`config.mk`:
```
export PLATFORM = sky130hd
export DESIGN_NAME = pio_bank
export DESIGN_NICKNAME = d
export VERILOG_FILES = /design/src/rtl/pio_pkg.sv /design/src/rtl/pio_addr_dec.sv /design/src/rtl/pio_group.sv /design/src/rtl/pio_bank.sv
export SDC_FILE = /design/constraint.sdc
export NUM_CORES = 1
export LEC_CHECK = 0
export BUFFER_PORTS_ARGS = -buffer_cell sky130_fd_sc_hd__buf_2
export CAP_MARGIN = 20
export CORE_UTILIZATION = 49
export CTS_BUF_LIST = sky130_fd_sc_hd__clkbuf_8 sky130_fd_sc_hd__clkbuf_16
export DETAILED_ROUTE_END_ITERATION = 8
export PLACE_DENSITY = 0.8
export SLEW_MARGIN = 0
export SYNTH_ARGS = -nofsm -noshare
export SYNTH_HDL_FRONTEND = slang
export SYNTH_HIERARCHICAL = 1
export SYNTH_SLANG_ARGS = --single-unit
```
`constraint.sdc`:
```
create_clock -name clk_i -period 2.1 [get_ports clk_i]
set_clock_uncertainty 0.2 [all_clocks]
set_input_delay 0.315 -clock clk_i [delete_from_list [all_inputs] [get_ports clk_i]]
set_output_delay 0.315 -clock clk_i [all_outputs]
set_load 0.005 [all_outputs]
```
`src/rtl/pio_pkg.sv`:
```
package pio_pkg;
  localparam int unsigned BYTE_W   = 8;
  localparam int unsigned GRP_PINS = 24;

  typedef enum logic [1:0] {
    SEL_A   = 2'd0,
    SEL_B   = 2'd1,
    SEL_C   = 2'd2,
    SEL_CTL = 2'd3
  } reg_sel_e;

  // control byte direction bits, 1 = input
  localparam int unsigned DIR_A_BIT    = 4;
  localparam int unsigned DIR_CHI_BIT  = 3;
  localparam int unsigned DIR_B_BIT    = 1;
  localparam int unsigned DIR_CLO_BIT  = 0;
  localparam logic [7:0]  CTL_RST_VAL  = 8'h9B;

  function automatic logic ctl_accept(input logic [7:0] b);
    return b[7] && !b[6] && !b[5] && !b[2];
  endfunction
endpackage

```
`src/rtl/pio_addr_dec.sv`:
```
module pio_addr_dec #(
  parameter int unsigned ADDR_W  = 10,
  parameter int unsigned NUM_GRP = 2,
  parameter int unsigned SEL_W   = $clog2(4 * NUM_GRP),
  parameter int unsigned GRP_W   = (SEL_W > 2) ? SEL_W - 2 : 1
) (
  input  logic [ADDR_W-1:0]       addr_i,
  input  logic [ADDR_W-SEL_W-1:0] base_sw_i,
  output logic                    hit_o,
  output logic [GRP_W-1:0]        grp_o,
  output pio_pkg::reg_sel_e       reg_o
);
  logic match;

  assign match = (addr_i[ADDR_W-1:SEL_W] == base_sw_i);
  assign reg_o = pio_pkg::reg_sel_e'(addr_i[1:0]);

  generate
    if (SEL_W > 2) begin : g_multi
      assign grp_o = addr_i[SEL_W-1:2];
      assign hit_o = match && (32'(grp_o) < NUM_GRP);
    end else begin : g_single
      assign grp_o = '0;
      assign hit_o = match;
    end
  endgenerate
endmodule

```
`src/rtl/pio_group.sv`:
```
module pio_group
  import pio_pkg::*;
(
  input  logic         clk_i,
  input  logic         rst_ni,
  input  logic         we_i,
  input  reg_sel_e     reg_i,
  input  logic [7:0]   wdata_i,
  input  logic [23:0]  pin_i,
  output logic [7:0]   rd_data_o,
  output logic [23:0]  pin_o,
  output logic [23:0]  pin_oe_o
);
  logic [7:0] lat_a, lat_b, lat_c, ctl_q;
  logic       a_in, b_in, chi_in, clo_in;
  logic [7:0] c_in_mask;
  logic [7:0] rd_a, rd_b, rd_c;

  always_ff @(posedge clk_i or negedge rst_ni) begin
    if (!rst_ni) begin
      lat_a <= '0;
      lat_b <= '0;
      lat_c <= '0;
      ctl_q <= CTL_RST_VAL;
    end else if (we_i) begin
      unique case (reg_i)
        SEL_A: lat_a <= wdata_i;
        SEL_B: lat_b <= wdata_i;
        SEL_C: lat_c <= wdata_i;
        SEL_CTL: begin
          if (ctl_accept(wdata_i)) begin
            ctl_q <= wdata_i;
            lat_a <= '0;
            lat_b <= '0;
            lat_c <= '0;
          end
        end
        default: ;
      endcase
    end
  end

  assign a_in      = ctl_q[DIR_A_BIT];
  assign b_in      = ctl_q[DIR_B_BIT];
  assign chi_in    = ctl_q[DIR_CHI_BIT];
  assign clo_in    = ctl_q[DIR_CLO_BIT];
  assign c_in_mask = {{4{chi_in}}, {4{clo_in}}};

  assign rd_a = a_in ? pin_i[7:0]  : lat_a;
  assign rd_b = b_in ? pin_i[15:8] : lat_b;
  assign rd_c = (pin_i[23:16] & c_in_mask) | (lat_c & ~c_in_mask);

  always_comb begin
    unique case (reg_i)
      SEL_A:   rd_data_o = rd_a;
      SEL_B:   rd_data_o = rd_b;
      SEL_C:   rd_data_o = rd_c;
      default: rd_data_o = ctl_q;
    endcase
  end

  assign pin_o    = {lat_c, lat_b, lat_a};
  assign pin_oe_o = ~{c_in_mask, {8{b_in}}, {8{a_in}}};
endmodule

```
`src/rtl/pio_bank.sv`:
```
module pio_bank
  import pio_pkg::*;
#(
  parameter int unsigned NUM_GRP = 2,
  parameter int unsigned ADDR_W  = 10,
  localparam int unsigned SEL_W  = $clog2(4 * NUM_GRP),
  localparam int unsigned GRP_W  = (SEL_W > 2) ? SEL_W - 2 : 1,
  localparam int unsigned PINS   = GRP_PINS * NUM_GRP
) (
  input  logic                    clk_i,
  input  logic                    rst_ni,
  input  logic [ADDR_W-SEL_W-1:0] base_sw_i,
  input  logic [ADDR_W-1:0]       addr_i,
  input  logic                    wr_i,
  input  logic                    rd_i,
  input  logic [7:0]              wdata_i,
  output logic [7:0]              rdata_o,
  input  logic [PINS-1:0]         pin_i,
  output logic [PINS-1:0]         pin_o,
  output logic [PINS-1:0]         pin_oe_o
);
  logic             hit;
  logic [GRP_W-1:0] grp;
  reg_sel_e         rsel;
  logic [7:0]       grp_rd [NUM_GRP];
  logic [7:0]       rd_sel;
  logic [7:0]       rdata_q;

  pio_addr_dec #(
    .ADDR_W (ADDR_W),
    .NUM_GRP(NUM_GRP),
    .SEL_W  (SEL_W),
    .GRP_W  (GRP_W)
  ) u_dec (
    .addr_i   (addr_i),
    .base_sw_i(base_sw_i),
    .hit_o    (hit),
    .grp_o    (grp),
    .reg_o    (rsel)
  );

  generate
    for (genvar g = 0; g < NUM_GRP; g++) begin : g_grp
      logic we;
      assign we = wr_i && hit && (32'(grp) == g);
      pio_group u_grp (
        .clk_i    (clk_i),
        .rst_ni   (rst_ni),
        .we_i     (we),
        .reg_i    (rsel),
        .wdata_i  (wdata_i),
        .pin_i    (pin_i[g*GRP_PINS +: GRP_PINS]),
        .rd_data_o(grp_rd[g]),
        .pin_o    (pin_o[g*GRP_PINS +: GRP_PINS]),
        .pin_oe_o (pin_oe_o[g*GRP_PINS +: GRP_PINS])
      );
    end
  endgenerate

  always_comb begin
    rd_sel = '0;
    for (int g = 0; g < NUM_GRP; g++) begin
      if (32'(grp) == g) rd_sel = grp_rd[g];
    end
  end

  always_ff @(posedge clk_i or negedge rst_ni) begin
    if (!rst_ni) rdata_q <= '0;
    else         rdata_q <= (rd_i && hit) ? rd_sel : 8'h00;
  end

  assign rdata_o = rdata_q;
endmodule

```
; Word-level counts from Yosys, hierarchy flattened
; Index checks and enable logic that the tools add are counted.
[totals]
wordCells = 59
in_bits = 77
reg_bits = 72
output_inout_bits = 104
[classes]
reduce_logical = 22
eq_ne = 5
n_mux = 12
n_bitwise = 11
[op_table]
columns = op, count
row1 = 8-bit 2-to-1 mux, 7
row2 = 24-bit inverter, 2
row3 = 8-bit one-hot mux with 2 select lines, 3
row4 = 8-bit one-hot mux with 3 select lines, 2
row5 = 8-bit bitwise AND, 4
row6 = 3-bit AND reduction, 8
row7 = 8-bit inverter, 2
row8 = 8-bit bitwise OR, 2
row9 = 7-bit equality test, 1
row10 = 1-bit logical AND, 7
row11 = 2-bit nonzero test, 3
row12 = "2-bit equality test, second input constant", 2
row13 = 1-bit zero test, 3
row14 = "2-bit by 1-bit equality test with 1-bit output, second input constant", 1
row15 = 2-bit zero test, 1
row16 = "2-bit by 1-bit inequality test with 1-bit output, second input constant", 1
row17 = 1-bit inverter, 1

; Longest topological paths before layout
[logic_depth]
word_depth = 6
ltp_mapped = 9
mapped_depth_nobuf = 8

; Modules after synthesis
; The synthesis kept the hierarchy.
[by_module_without_submodules]
columns = mod, area_each_um2, cells_per_inst, instances
row1 = pio_group, 1941.9, 181, 2
row2 = pio_bank, 340.3, 29, 1
row3 = pio_addr_dec, 102.6, 12, 1

; Worst setup path after synthesis
; OpenSTA, ideal clock, no wires.
[synth_path]
kind = input port to flip-flop
from = in base_sw_i[1]
to = reg g_grp[0].u_grp.lat_a[2]
stages = 8
arrival_ps = 1695
required_ps = 1765
slack_ps = 71
n_path_buf = 1
cell_sequence = xor2_1 nor4_2 nand2_1 nor2_1 nor2b_1 clkbuf_1 mux2i_1 o22ai_1
[synth_between]
elab_chain_len = 4
[synth_lines]
columns = item, line
row1 = start: declaration, pio_bank.sv:12  ; input logic [ADDR_W-SEL_W-1:0] base_sw_i,
row2 = 7-bit equality test, pio_addr_dec.sv:15  ; assign match = (addr_i[ADDR_W-1:SEL_W] == base_sw_i);
row3 = via hit, pio_bank.sv:22  ; logic hit;
row4 = 1-bit logical AND (2 in series), pio_bank.sv:45  ; assign we = wr_i && hit && (32'(grp) == g);
row5 = via g_grp[0].we, pio_bank.sv:44  ; logic we;
row6 = 3-bit AND reduction (no source line), -
row7 = end signal: assignment, pio_group.sv:27  ; SEL_A: lat_a <= wdata_i;
row8 = end: declaration, pio_group.sv:14  ; logic [7:0] lat_a, lat_b, lat_c, ctl_q;
; The timed path passes the listed nets, and every way through them passes these cells.
; A chain may end at the register's enable or synchronous reset.

==> run metrics <==
First-pass DRT Iterations 4; vias in the first global route 3597; top cells by count, synth dfrtp_1, mux2i_1, buf_4; Core Region 8382 sq um; Post-DRT Antenna Nets 0; Initial Utilization 0.5162; Setup crit start kind flip-flop; number of inserted diodes 0; post-route minimum period 2023 ps; placed cell count 649; drt total wl 12560 um; clk_lat worst skew 350 ps; Hold Crit Class in -> reg; Fmax 494.3 MHz; Min-Delay Path Depth 3; largest net degree at the start of global routing 73; Congestion Overflow GR 0; first-pass GRT wire length 18630 um; post-synth top area share 0.3586; routability cong. 0.9300; Setup crit start g_grp[1].u_grp/ctl_q[1]; root buffer cell clkbuf_8; area grow syn2layout 25.30%; mux cell area share after synthesis 0.1781; initial antenna violation count 0; Ports 181; die height 95.97 um; Slowest-stage cell, CP dfstp_2; xor/xnor share of the synthesized area 0.01417; port bufs 180; nets 635; Tot GR Track Use 0.2810; Worst VDD drop 0.2919 mV; DR DRC count 0; Post-DP HPWL 9506 um; Simple-Gate Fraction of Synth Area 0.1174; Yosys reg bits 72; endpoint class of the critical path flip-flop; fraction of the mapped netlist area in adder cells 0; Max Buffers Root-to-Sink 2; async set-or-reset flop fraction in the synthesized netlist 1.000; Power Density 559.9 nW/um^2; post-synthesis area per instance 10.74 sq um; Vias 3803; Post-Syn Area 4327 sq um; Buf/Inv on CP 0; layout cells sized above 1 0.4796; Critical R2R Launch g_grp[1].u_grp/ctl_q[1]; crit share post-route 0.9634; Synth cell types 36; R2R cell count 5; max incr delay on CP 670 ps; H-tree depth reported by CTS 3; Layout Utilization 0.6468; clock sink count 72; DIE AREA 9209 sq um; HP Start wdata_i[7]; Area after DPL 5175 sq um; sequential share of the synthesized area 0.4193; Main synth FF type dfrtp_1; max-slew violation count 0; CTS tree built; Avg WL per Cell 18.80 um; critical path's top delay family flip-flops; worst path cell trace mux2_2, o211ai_1, o221ai_1, mux2i_1, nor2_1; Crit. path cell count 5; Crit Path Max Fanout 11; Worst slew margin 0.7370; largest family of logic cells by synthesized area multiplexers; Net Count, Synth 480; Finished Cell Area 5421 sq um; non-filler cells, final 668; Max Cap Violations 0; Post-synth EDFFs 0; final hold violation count 0; CTS clk-pin slew, worst paths 80 ps; Synth area leader dfrtp_1; leakage 2.700 nW; largest cells by area after synthesis dfrtp_1, mux2i_1, buf_4; status complete, no violations; worst slew pin tran 394.5 ps; Cells after Synth 403; Power Total 3.035 mW; Crit Path Class reg -> reg; initial drt markers 290; most frequent cell after synthesis dfrtp_1; synth warn 6; row count 33; post-synthesis compound-gate area fraction 0.1654; vias per inst 5.693; cts bufs inserted 9; Required @ worst endpoint 2120 ps; RSZ-0062 raised after global routing false; Setup-failing EPs final 0; Critical Path AT 2040 ps; Die X 95.97 um
[final timing paths]
path / end / slack, ps
max: rdata_o[2] / 80
min: g_grp[0].u_grp/lat_a[7] / 180
max reg2reg: rdata_o[2] / 80
min reg2reg: g_grp[0].u_grp/ctl_q[6] / 300
max in group asynchronous: g_grp[1].u_grp/ctl_q[4] / 1010
min in group asynchronous: g_grp[0].u_grp/lat_b[5] / 340
[final cells by class]
cell class | count | area (sq um)
fill | 703 | 2960
sequential | 72 | 1814
multi-input combinational | 255 | 2058
inverter | 8 | 30.03
clock inverter | 7 | 95.09
clock buffer | 9 | 123.9
timing repair buffer | 212 | 1169
tap | 105 | 131.4
[tightest hold or removal path: stages]
cell     delay, ps
buf_2          140
mux2i_1        140
o22ai_1         90
[cells in the final DEF, fill, tap and decap left out, types with 2 or more instances in the layout]
cell and n:
clkbuf_8 9, a211oi_1 2, nor2_8 2, nor2b_1 12
o221ai_1 12, clkinv_2 2, nand2b_1 12, inv_1 8
nand2_1 24, o211ai_1 12, bufinv_16 2, or4b_4 2
xnor2_1 4, dfrtp_1 62, o22ai_1 20, a21o_4 4
buf_12 2, and2b_1 2, nand3_1 2, or2b_1 6
or2_2 4, xor2_1 3, a31oi_1 2, mux2_1 8
o21ai_0 2, mux2_2 16, a221oi_1 2, nor2_1 14
buf_2 180, dfstp_2 10, nor2_4 2, buf_4 29
mux2i_1 50, a22o_1 32
[cells by family (layout without fill, tap and decap cells)]
group,after synthesis,count (layout)
xor gates and xnor gates,7,7
muxes,74,74
buffers and inverters,76,236
AOI/OAI and AO/OA,88,88
DFF,72,72
and+or+nand+nor,86,86
[state kept, by name (all words and copies together), names as in the netlist]
signal	cells
g_grp.u_grp/ctl_q	16
g_grp.u_grp/lat_c	16
rdata_o	8
g_grp.u_grp/lat_a	16
g_grp.u_grp/lat_b	16
[per-layer routing]
| layer | global-route usage | wire (um) | up-vias | part of all wire |
|---|---|---|---|---|
| met5 | 0 | 0 | - | 0 |
| met4 | 0.1393 | 351 | 0 | 0.028 |
| met3 | 0.05213 | 1095 | 31 | 0.087 |
| met2 | 0.4202 | 5870 | 177 | 0.47 |
| met1 | 0.3911 | 5244 | 1853 | 0.42 |
| li1 | - | - | 1742 | - |
[per-stage QoR]
step	hold slack, ps	worst slack, ps	TNS [ps]
5_1_grt	176.7	8.576	0
4_1_cts	165.8	97.39	0
3_3_place_gp	165.4	-216.5	-5759
3_5_place_dp	172.3	-258.4	-7561
6_report	179.6	76.85	0
2_1_floorplan	-180.6	70.54	0
[power by group]
| group | switching [mW] | leakage [nW] | total [mW] | internal (mW) |
|---|---|---|---|---|
| Sequential | 0.0312 | 0.967 | 1.45 | 1.42 |
| Combinational | 0.206 | 1.62 | 0.383 | 0.177 |
| Clock | 0.534 | 0.110 | 1.20 | 0.670 |
[timing repair]
item	in CTS	in global routing
endpoints found under the setup margin	0	26
hold endpoints to repair	62	0
buffers inserted	0	2
resized for setup	0	1
hold buffers	1	0
Note: power is estimated with default switching activity, not from simulation.
